### src/rtl/addr_fault_pkg.sv
package addr_fault_pkg;

    localparam int XLEN  = 64;
    localparam int OFFW  = 16;
    localparam int ECW   = 5;
    localparam int CRW   = 32;
    localparam int REGW  = 5;
    localparam int SELW  = 3;

    typedef enum logic [1:0] {
        SZ_BYTE   = 2'd0,
        SZ_HALF   = 2'd1,
        SZ_WORD   = 2'd2,
        SZ_DOUBLE = 2'd3
    } acc_size_e;

    localparam logic [ECW-1:0] EXC_ADDR_LOAD  = 5'd4;
    localparam logic [ECW-1:0] EXC_ADDR_STORE = 5'd5;

    localparam logic [REGW-1:0] C0_FAULT_ADDR = 5'd8;
    localparam logic [REGW-1:0] C0_COMPARE    = 5'd11;
    localparam logic [REGW-1:0] C0_STATUS     = 5'd12;
    localparam logic [REGW-1:0] C0_CAUSE      = 5'd13;

    typedef enum logic [1:0] {
        OUT_IDLE   = 2'd0,
        OUT_ACCESS = 2'd1,
        OUT_FAULT  = 2'd2
    } outcome_e;

    typedef struct packed {
        logic            valid;
        logic            is_store;
        logic            misaligned;
        logic [XLEN-1:0] vaddr;
    } acc_req_t;

    typedef struct packed {
        outcome_e       kind;
        logic [ECW-1:0] code;
    } decision_t;

    function automatic logic low_bits_set(logic [2:0] addr_lsb, acc_size_e sz);
        logic [2:0] mask;
        mask = 3'((4'd1 << sz) - 4'd1);
        return |(addr_lsb & mask);
    endfunction

    function automatic decision_t decide(acc_req_t req, logic xf, logic [ECW-1:0] xc);
        decision_t d;
        d.kind = OUT_IDLE;
        d.code = '0;
        if (req.valid) begin
            if (req.misaligned) begin
                d.kind = OUT_FAULT;
                d.code = req.is_store ? EXC_ADDR_STORE : EXC_ADDR_LOAD;
            end else if (xf) begin
                d.kind = OUT_FAULT;
                d.code = xc;
            end else begin
                d.kind = OUT_ACCESS;
            end
        end
        return d;
    endfunction

endpackage

### src/rtl/afc_addr_gen.sv
module afc_addr_gen
    import addr_fault_pkg::*;
#(
    parameter int AW = XLEN,
    parameter int OW = OFFW
) (
    input  logic [AW-1:0] base,
    input  logic [OW-1:0] offset,
    input  acc_size_e     size,
    output logic [AW-1:0] vaddr,
    output logic          misaligned
);
    localparam int EXTW = AW - OW;

    logic [AW-1:0] offset_sx;

    always_comb begin
        offset_sx  = {{EXTW{offset[OW-1]}}, offset};
        vaddr      = base + offset_sx;
        misaligned = low_bits_set(vaddr[2:0], size);
    end
endmodule

### src/rtl/afc_fault_capture.sv
module afc_fault_capture
    import addr_fault_pkg::*;
#(
    parameter int AW = XLEN,
    parameter int CW = ECW
) (
    input  logic          clk,
    input  logic          rst,
    input  acc_req_t      req,
    input  logic          xlat_fault,
    input  logic [CW-1:0] xlat_code,
    output logic          mem_req,
    output logic          exc_valid,
    output logic [CW-1:0] exc_code,
    output logic          exc_flag,
    output logic [AW-1:0] badvaddr
);
    decision_t dec;

    always_comb begin
        dec = decide(req, xlat_fault, xlat_code);
    end

    always_ff @(posedge clk) begin
        if (rst) begin
            mem_req   <= 1'b0;
            exc_valid <= 1'b0;
            exc_code  <= '0;
            exc_flag  <= 1'b0;
            badvaddr  <= '0;
        end else begin
            mem_req   <= (dec.kind == OUT_ACCESS);
            exc_valid <= (dec.kind == OUT_FAULT);
            if (dec.kind == OUT_FAULT) begin
                exc_code <= dec.code;
                exc_flag <= 1'b1;
                badvaddr <= req.vaddr;
            end
        end
    end
endmodule

### src/rtl/afc_cop0_read.sv
module afc_cop0_read
    import addr_fault_pkg::*;
#(
    parameter int AW = XLEN,
    parameter int RW = CRW
) (
    input  logic [REGW-1:0] rd_reg,
    input  logic [SELW-1:0] rd_sel,
    input  logic [AW-1:0]   fault_addr,
    input  logic [RW-1:0]   compare_in,
    input  logic [RW-1:0]   status_in,
    input  logic [RW-1:0]   cause_in,
    output logic [AW-1:0]   rd_data
);
    localparam int NCTL = 3;
    localparam int PADW = AW - RW;

    logic [REGW-1:0] ctl_idx [NCTL];
    logic [RW-1:0]   ctl_val [NCTL];
    logic [NCTL-1:0] ctl_hit;

    assign ctl_idx[0] = C0_COMPARE;
    assign ctl_idx[1] = C0_STATUS;
    assign ctl_idx[2] = C0_CAUSE;
    assign ctl_val[0] = compare_in;
    assign ctl_val[1] = status_in;
    assign ctl_val[2] = cause_in;

    for (genvar i = 0; i < NCTL; i++) begin : g_hit
        assign ctl_hit[i] = (rd_sel == '0) && (rd_reg == ctl_idx[i]);
    end

    always_comb begin
        rd_data = '0;
        if (rd_sel == '0 && rd_reg == C0_FAULT_ADDR) begin
            rd_data = fault_addr;
        end
        for (int i = 0; i < NCTL; i++) begin
            if (ctl_hit[i]) begin
                rd_data = {{PADW{1'b0}}, ctl_val[i]};
            end
        end
    end
endmodule

### src/rtl/addr_fault_capture.sv
module addr_fault_capture
    import addr_fault_pkg::*;
(
    input  logic        clk,
    input  logic        rst,
    input  logic        op_valid,
    input  logic        op_is_store,
    input  logic [1:0]  op_size,
    input  logic [63:0] base,
    input  logic [15:0] offset,
    input  logic        xlat_fault,
    input  logic [4:0]  xlat_code,
    input  logic [4:0]  rd_reg,
    input  logic [2:0]  rd_sel,
    input  logic [31:0] compare_in,
    input  logic [31:0] status_in,
    input  logic [31:0] cause_in,
    output logic [63:0] vaddr,
    output logic        mem_req,
    output logic        exc_valid,
    output logic [4:0]  exc_code,
    output logic        exc_flag,
    output logic [63:0] badvaddr,
    output logic [63:0] rd_data
);
    acc_req_t  req;
    logic      misal;
    acc_size_e size_e;

    assign size_e = acc_size_e'(op_size);

    afc_addr_gen #(.AW(XLEN), .OW(OFFW)) u_agen (
        .base       (base),
        .offset     (offset),
        .size       (size_e),
        .vaddr      (vaddr),
        .misaligned (misal)
    );

    always_comb begin
        req.valid      = op_valid;
        req.is_store   = op_is_store;
        req.misaligned = misal;
        req.vaddr      = vaddr;
    end

    afc_fault_capture #(.AW(XLEN), .CW(ECW)) u_cap (
        .clk        (clk),
        .rst        (rst),
        .req        (req),
        .xlat_fault (xlat_fault),
        .xlat_code  (xlat_code),
        .mem_req    (mem_req),
        .exc_valid  (exc_valid),
        .exc_code   (exc_code),
        .exc_flag   (exc_flag),
        .badvaddr   (badvaddr)
    );

    afc_cop0_read #(.AW(XLEN), .RW(CRW)) u_rd (
        .rd_reg     (rd_reg),
        .rd_sel     (rd_sel),
        .fault_addr (badvaddr),
        .compare_in (compare_in),
        .status_in  (status_in),
        .cause_in   (cause_in),
        .rd_data    (rd_data)
    );
endmodule

### config.mk
export PLATFORM = sky130hd
export DESIGN_NAME = addr_fault_capture
export DESIGN_NICKNAME = d
export VERILOG_FILES = /design/src/rtl/addr_fault_pkg.sv /design/src/rtl/afc_addr_gen.sv /design/src/rtl/afc_fault_capture.sv /design/src/rtl/afc_cop0_read.sv /design/src/rtl/addr_fault_capture.sv
export SDC_FILE = /design/constraint.sdc
export NUM_CORES = 1
export LEC_CHECK = 0
export BUFFER_PORTS_ARGS = -buffer_cell sky130_fd_sc_hd__buf_2
export CAP_MARGIN = 20
export CELL_PAD_IN_SITES_DETAIL_PLACEMENT = 1
export CELL_PAD_IN_SITES_GLOBAL_PLACEMENT = 1
export CORE_AREA = 2 2 153 155
export CTS_BUF_LIST = sky130_fd_sc_hd__clkbuf_16
export DETAILED_ROUTE_END_ITERATION = 8
export DIE_AREA = 0 0 155 157
export PLACE_DENSITY = 0.87
export SLEW_MARGIN = 20
export SYNTH_ARGS = -nofsm -noshare
export SYNTH_HDL_FRONTEND = slang
export SYNTH_SLANG_ARGS = --single-unit
### constraint.sdc
create_clock -name clk -period 8.2 [get_ports clk]
set_input_delay 0.82 -clock clk [delete_from_list [all_inputs] [get_ports clk]]
set_output_delay 0.82 -clock clk [all_outputs]
set_load 0.01 [all_outputs]
# Word-level counts from Yosys, hierarchy flattened
# Index checks and enable logic that the tools add are counted.
# word_totals
mem_bits_ro	0
output_inout_bits	200
elab_cells	30
n_memories	0
input_bits	196
mem_bits_rw	0
latch_bits	0
ff_bits	72
# op_classes
n_reduce_logical	6
mul	0
div_mod_pow	0
shifts	1
n_eq_ne	6
muxes	9
bitwise_logic	1
addsub	2
order_cmp	0
# op_table
op	n
$mux W64	4
$add A64 B64 Y64	1
$eq A5 B4 Y1 const B	4
$mux W7	2
$mux W5	1
$logic_and A1 B1 Y1	4
$and A3 B3 Y3	1
$logic_not A3 Y1	1
$reduce_or A3 Y1	1
$shl A1 B2 Y3 const A	1
$sub A3 B1 Y3 const B	1
$eq A2 B1 Y1 const B	1
$eq A2 B2 Y1 const B	1
$mux W2	1
$mux W1	1

# Depth between registers and ports, before layout
# Gate-level depths: netlist of run 1.
# logic_depth
word_depth	7
depth_mapped	11
depth_no_buf	11

# Cells and area by module
# A second synthesis of run 1 with hierarchy kept.
# hier_totals
cells_unflattened	1086
area_unflattened_um2	7831.3
# modules_own_cells
mod	cells_each	seq_area_each_um2	instances	area_per_inst_um2
afc_addr_gen	579	0.0	1	3857.4
afc_fault_capture	307	1441.4	1	2489.9
afc_cop0_read	200	0.0	1	1483.9

# Worst setup path after synthesis of run 1
# No wires, ideal clock.
# synth_timing
path_kind	input -> output
from	input offset[0]
to	output vaddr[34]
required_time_ns	7.380
arrival_time_ns	3.046
slack_ns	4.334
path_stages	11
path_buffers	0
cell_sequence	ha_1 > fa_1 > a21oi_1 > nand3b_1 > a211oi_1 > o31ai_2 > nand4_1 > a311o_1 > o211ai_1 > and2b_1 > xnor2_1
# synth_between
elab_chain_len	1
# synth_lines
item	line	source
start, declared	addr_fault_capture.sv:10	input logic [15:0] offset,
$add A64 B64 Y64	afc_addr_gen.sv:19	vaddr = base + offset_sx;
end, declared	addr_fault_capture.sv:18	output logic [63:0] vaddr,
# No other way between the ends.

# Worst setup path in the final report of run 1
# layout_timing
from	input offset[15]
to	output vaddr[39]
# Same word-level chain as after synthesis.

==> results by group, run 1 <==
Final layout
  • Ratio of cells with drive above 1 in the final layout: 31.5%
  • Filler cells: 2970
  • Layout area overhead: 31.1%
  • Reg area: 0.00144 mm2
  • Layout Nets: 1681
  • Post-Route Utilization: 45.4%
  • Multi-input gate area: 0.00602 mm2
  • Final Cell Area: 0.0102 mm2

Logic synthesis
  • Commonest cells post-synth: nand2_1 (172), a21oi_1 (106), dfxtp_1 (72), a22oi_1 (67), nor2_1 (64)
  • Count leader, synth: nand2_1
  • Sequential fraction of the synthesis area: 18.5%
  • Cell Area, Synth: 0.00779 mm2
  • Synth unique cells: 85
  • Area leader, netlist: dfxtp_1
  • Post-Syn Instances: 1077
  • Post-synth ARST share: 0%
  • Synth top area cells: dfxtp_1 (18%), ha_1 (10%), nand2_1 (8.3%)
  • Syn nets: 1337
  • Mean post-synth cell area: 7.24 um2
  • Number of flops mapped to enable cells by yosys: 0
  • Yosys warning count: 0
  • Synth top area share: 18.5%
  • Top_reg_cell synth: dfxtp_1
  • Synthesized flop and latch total: 72

Critical path
  • Critical Path RT: 7.38 ns
  • Critical path peak fanout: 49
  • CP startpoint kind: input port
  • Critical Path Sink Type: output pin
  • Crit Path Category: input port to output pin
  • WP data arrival: 4.61 ns

Global routing
  • Largest net degree at the start of global routing: 69
  • Initial antenna violation count: 9
  • Grt ovf: 0
  • Vias in the first global route: 10.1k
  • GRT Total Usage: 32.4%
  • First-pass GRT wire length: 60100 um

Timing
  • Layout Skew: 0 ns
  • Max-slew violation count: 0
  • Final TNS setup: 0 ns
  • Final setup fails: 0
  • Setup repair after global routing missed its margin: no
  • Final hold vios: 0
  • Worst slew margin: 24.2%
  • Fmax: 0.184 GHz
  • Hold_ws: 0.474 ns
  • Period minus WS final: 5.43 ns
  • Worst-Margin Slew: 1.14 ns
  • Final period utilization: 66.2%

CTS
  • Root Buffer: clkbuf_16
  • Setup Fix Bufs, Post-CTS: 0
  • Max Buffers Root-to-Sink: 2
  • Insertion delay to the later sink of the worst-skew pair: 0.35 ns
  • Cts hold-fix bufs: 0
  • CTS tree: built
  • Clk sinks: 72
  • Depth of the CTS H-tree: 3
  • Worst-path clk slew: 0.06 ns
  • PostCTS Resize Cnt: 0
  • Cts bufs inserted: 9

Worst hold path
  • HP Class: flip-flop to flip-flop

Pwr
  • Peak VDD IR: 0.0868 mV
  • PwrDens: 156 mW/mm2
  • P_int: 0.901 mW
  • Clock power frac: 26.9%
  • Reg power frac: 26.6%
  • Leak: 5.23 nW
  • Comb power frac: 46.5%
  • Sw frac: 43.4%
  • Switching power: 0.691 mW

Floorplanning
  • Row cnt: 55
  • Die X: 155 um
  • IO Pins: 396
  • Die ar.: 0.0243 mm2
  • Core ar.: 0.0225 mm2
  • Die boundary height: 157 um
  • Initial Util: 34.6%

Drt
  • Via-to-Cell Ratio: 5.89
  • Drt wl/cell: 23.9 um
  • DRC viols: 0
  • Total wire length: 41100 um
  • Drt pass-1 iters: 7
  • Number of DRC markers in iteration 0: 646
  • Via count: 10.1k
  • Antenna-violating nets left: 0

Placed design
  • Gpl congestion: 0.984
  • Placed cell area: 0.00989 mm2
  • Port-buffer cells: 395
  • Final HPWL DP: 33200 um

Run
  • Max-capacitance violation count: 0

Outcome
  • Status: finished clean
[metrics by stage]
stage               instances  setup WS [ns]  power, mW
floorplan                1077           4.33      0.845
finish                   1721           2.77       1.59
global placement         1695           2.92       1.14
detailed placement       1695           2.96       1.16
CTS                      1711           2.92       1.59
global route             1717           2.66       1.67
[final timing paths]
path / startpoint / to / slack [ns] / cells after the start
min reg2reg: u_cap.badvaddr[22] / u_cap.badvaddr[22] / 0.47 / 2
max reg2reg: u_cap.badvaddr[37] / u_cap.badvaddr[37] / 7.35 / 3
min: u_cap.badvaddr[22] / u_cap.badvaddr[22] / 0.47 / 2
max: offset[15] / vaddr[39] / 2.77 / 11
[sequential cells by signal (all words and copies together) (netlist names)]
| signal | cells |
|---|---|
| u_cap.badvaddr | 64 |
| u_cap.exc_flag | 1 |
| u_cap.exc_code | 5 |
| u_cap.mem_req | 1 |
| u_cap.exc_valid | 1 |
[metal layers]
| metal | track usage [%] | share of wire [%] |
|---|---|---|
| met4 | 15.6 | 4.0 |
| met3 | 5.51 | 6.3 |
| met2 | 55.6 | 48 |
| met1 | 39.4 | 42 |
| met5 | 0 | 0.039 |
[layout make-up]
| class | count | share of cell area (%) |
|---|---|---|
| diodes | 10 | 0.245 |
| clock buffers | 9 | 2.21 |
| clock inverters | 7 | 0.686 |
| inverters | 11 | 0.404 |
| multi-input cells | 925 | 59.0 |
| flip-flops and latches | 72 | 14.1 |
| well taps | 285 | 3.49 |
| repair buffers | 402 | 19.9 |
[cell families (layout without fill, tap and decap cells)]
| kind of cell | after synthesis | after routing | share of synthesized area [%] |
|---|---|---|---|
| AO/OA/AOI/OAI | 376 | 376 | 32.9 |
| XOR/XNOR | 58 | 58 | 6.52 |
| adder cells (fa/ha/maj) | 64 | 64 | 10.4 |
| buffers and inverters | 80 | 429 | 4.70 |
| flip-flops | 72 | 72 | 18.5 |
| multiplexers | 4 | 4 | 0.514 |
| other | 0 | 10 | 0 |
| AND/OR/NAND/NOR | 423 | 423 | 26.4 |
[cell usage in the layout (no fill, tap or decap), drive strengths merged, types with 47 or more instances in the layout]
cell type / netlist / layout
a21o: 60 / 60
a21oi: 106 / 106
buf: 21 / 402
nor2: 65 / 65
o21ai: 47 / 47
and2: 47 / 47
nand2: 174 / 174
ha: 63 / 63
a22oi: 67 / 67
dfxtp: 72 / 72
[power by group through the flow]
stage | clock (mW) | combinational, mW | sequential (mW)
finish | 0.429 | 0.741 | 0.423
global route | 0.448 | 0.794 | 0.427
CTS | 0.431 | 0.732 | 0.423
detailed placement | 0 | 0.727 | 0.430
global placement | 0 | 0.713 | 0.429
floorplan | 0 | 0.410 | 0.435
[critical path: stages]
cell	delay (ns)
buf_2	0.84
ha_1	0.47
nand4_1	0.17
nor2_1	0.16
nand2_1	0.10
a211oi_1	0.59
nor2_1	0.22
o211ai_1	0.36
a21oi_1	0.13
xnor2_1	0.49
buf_2	0.24
No activity file was read; power rests on OpenSTA's default activity.
==> run 2: changes to the inputs <==
Settings changed: CORE_AREA 2 2 153 155 to default, CORE_UTILIZATION from default to 32, DIE_AREA 0 0 155 157 to default, PLACE_DENSITY 0.87 to 0.81.
Clock period 8.2 ns to 5.53 ns, I/O delays scaled along.
==> run 2 against run 1 <==
Count of clock-buffer cells in the layout unchanged. Global-route usage up 0.32 points. Sequential cell count unchanged. Critical path depth up 2. Clock skew unchanged. Cell count up 2.4%. Sequential share of layout area down 0.17 points. Die area up 2.6%. Via count about the same. Register-to-register slack worse by 2.7 ns. Critical path type unchanged.
==> results by group, run 2 (synthesis results as in run 1) <==
Outcome
  • Status: finished clean

Floorplanning
  • Row cnt: 56 (+1.8%)
  • Initial Util: 32.9% (-1.7 points)
  • Die ar.: 0.0250 mm2 (+2.6%)
  • Core ar.: 0.0237 mm2 (+5.2%)
  • Die X: 158 um (+2.0%)
  • IO Pins: 396 (unchanged)
  • Die boundary height: 158 um (+0.67%)

Critical path
  • Critical Path Sink Type: output pin
  • CP startpoint kind: input port
  • WP data arrival: 3.87 ns (-0.74 ns)
  • Critical Path RT: 4.98 ns (-2.40 ns)
  • Critical path peak fanout: 37 (-24%)
  • Crit Path Category: input port to output pin

Final layout
  • Layout area overhead: 32.7%
  • Most common cell after layout, fill and taps aside: buf_2
  • Post-Route Utilization: 43.6% (-1.7 points)
  • Most flop-heavy register: u_cap.badvaddr
  • Filler cells: 3124 (+5.2%)
  • Largest regs: u_cap.badvaddr x64, u_cap.exc_code x5
  • Ratio of cells with drive above 1 in the final layout: 31.6% (+0.12 points)
  • Post-route insts no fill: 1763 (+2.4%)
  • Layout Nets: 1685 (+0.24%)
  • Most frequent cells in the layout: buf_2 (395), nand2_1 (172), a21oi_1 (106), dfxtp_1 (72), a22oi_1 (67)
  • Number of flip-flops in the largest register: 64 (unchanged)

Pwr
  • PwrDens: 235 mW/mm2 (+51%)
  • Leak: 5.27 nW (+0.78%)
  • Peak VDD IR: 0.138 mV (+59%)

CTS
  • Root Buffer: clkbuf_16
  • CTS tree: built
  • Worst-path clk slew: 0.07 ns (about the same)
  • Depth of the CTS H-tree: 3 (unchanged)
  • Cts hold-fix bufs: 0 (unchanged)
  • Cts bufs inserted: 9 (unchanged)
  • Clk sinks: 72 (unchanged)
  • Max Buffers Root-to-Sink: 2 (unchanged)
  • PostCTS Resize Cnt: 0 (unchanged)
  • Insertion delay to the later sink of the worst-skew pair: 0.35 ns (about the same)
  • Setup Fix Bufs, Post-CTS: 0 (unchanged)

Global routing
  • Largest net degree at the start of global routing: 39 (-43%)
  • Vias in the first global route: 9736 (-3.3%)
  • Grt ovf: 0 (unchanged)
  • GRT Total Usage: 32.7% (+0.32 points)
  • Initial antenna violation count: 16 (+7)
  • First-pass GRT wire length: 60100 um (about the same)

Timing
  • Worst-Margin Slew: 1.15 ns (+0.0136 ns)
  • Final hold vios: 0 (unchanged)
  • Final period utilization: 80.0%
  • Setup repair after global routing missed its margin: no
  • Layout Skew: 0 ns (unchanged)
  • Max-slew violation count: 0 (unchanged)
  • Final TNS setup: 0 ns (unchanged)
  • Period minus WS final: 4.42 ns
  • Fmax: 0.226 GHz
  • Final setup fails: 0 (unchanged)
  • Worst slew margin: 22.9% (-1.2 points)

Placed design
  • Dpl cells: 1733 (+2.2%)
  • Final HPWL DP: 35100 um (+5.6%)
  • Gpl congestion: 0.977 (-0.63%)
  • Port-buffer cells: 395 (unchanged)

Drt
  • Drt pass-1 iters: 5 (-2)
  • Antenna-violating nets left: 0 (unchanged)
  • Via count: 10.1k (-0.069%)
  • Number of DRC markers in iteration 0: 814 (+26%)
  • DRC viols: 0 (unchanged)
  • Total wire length: 42500 um (+3.5%)
  • Drt wl/cell: 24.1 um (+1.0%)
  • Via-to-Cell Ratio: 5.75 (-2.4%)

Worst hold path
  • HP Class: input port to flip-flop

Run
  • Max-capacitance violation count: 0 (unchanged)
## run 2: cell types whose count changed in the layout (fill, tap and decap cells not counted), sizes merged
cell / change
buf: +4
inv: +1
bufinv: +1
clkinvlp: -1
diode: +4
clkinv: -1
## run 2: path summary, 6_finish.rpt
check                                   startpoint  slack (ns)                  to  cells after the start
worst max-delay path                    offset[15]        1.11           vaddr[49]                     13
worst min-delay path                  xlat_code[3]        0.44   u_cap.exc_code[3]                      3
worst max register to register  u_cap.badvaddr[37]        4.64  u_cap.badvaddr[37]                      3
worst min register to register  u_cap.badvaddr[47]        0.47  u_cap.badvaddr[47]                      2
## run 2: cell type report
type | instances | area (um2) | area share, %
Antenna cell | 14 | 35.0 | 0.339
Clock buffer | 9 | 225 | 2.18
Clock inverter | 7 | 103 | 0.992
Inverter | 11 | 41.3 | 0.399
Multi-Input combinational cell | 925 | 6020 | 58.2
Sequential cell | 72 | 1440 | 13.9
Tap cell | 319 | 399 | 3.86
Timing Repair Buffer | 406 | 2070 | 20.0
## run 2: worst max-delay path, stage by stage
cell	delay [ns]
buf_2	0.26
buf_4	0.47
ha_1	0.44
a21oi_1	0.29
o21a_1	0.26
o221ai_1	0.12
a21oi_1	0.18
o21ai_1	0.12
a211oi_2	0.46
nor2_1	0.18
a21o_1	0.22
xor2_1	0.14
buf_2	0.15
## run 2: where the power goes
group	internal (mW)	switching (mW)	total, mW
registers	0.574	0.0544	0.629
logic	0.414	0.692	1.11
clock network	0.402	0.292	0.694
total	1.39	1.04	2.43
## run 2: layer usage
| metal | global-route usage, % | part of all wire, % |
|---|---|---|
| met5 | 0 | 0.075 |
| met4 | 13.7 | 3.9 |
| met3 | 8.49 | 8.4 |
| met2 | 54.9 | 46 |
| met1 | 39.4 | 41 |
## run 2: stage by stage
stage          cell area, um2  setup slack (ns)  hold WS, ns  power (mW)
6_report                10300              1.11        0.444        2.43
5_1_grt                 10300             0.838        0.450        2.55
4_1_cts                 10300              1.13        0.438        2.42
3_5_place_dp             9970              1.15        0.458        1.73
3_3_place_gp             9970              1.26        0.447        1.71
2_1_floorplan            7790              2.20        0.488        1.25
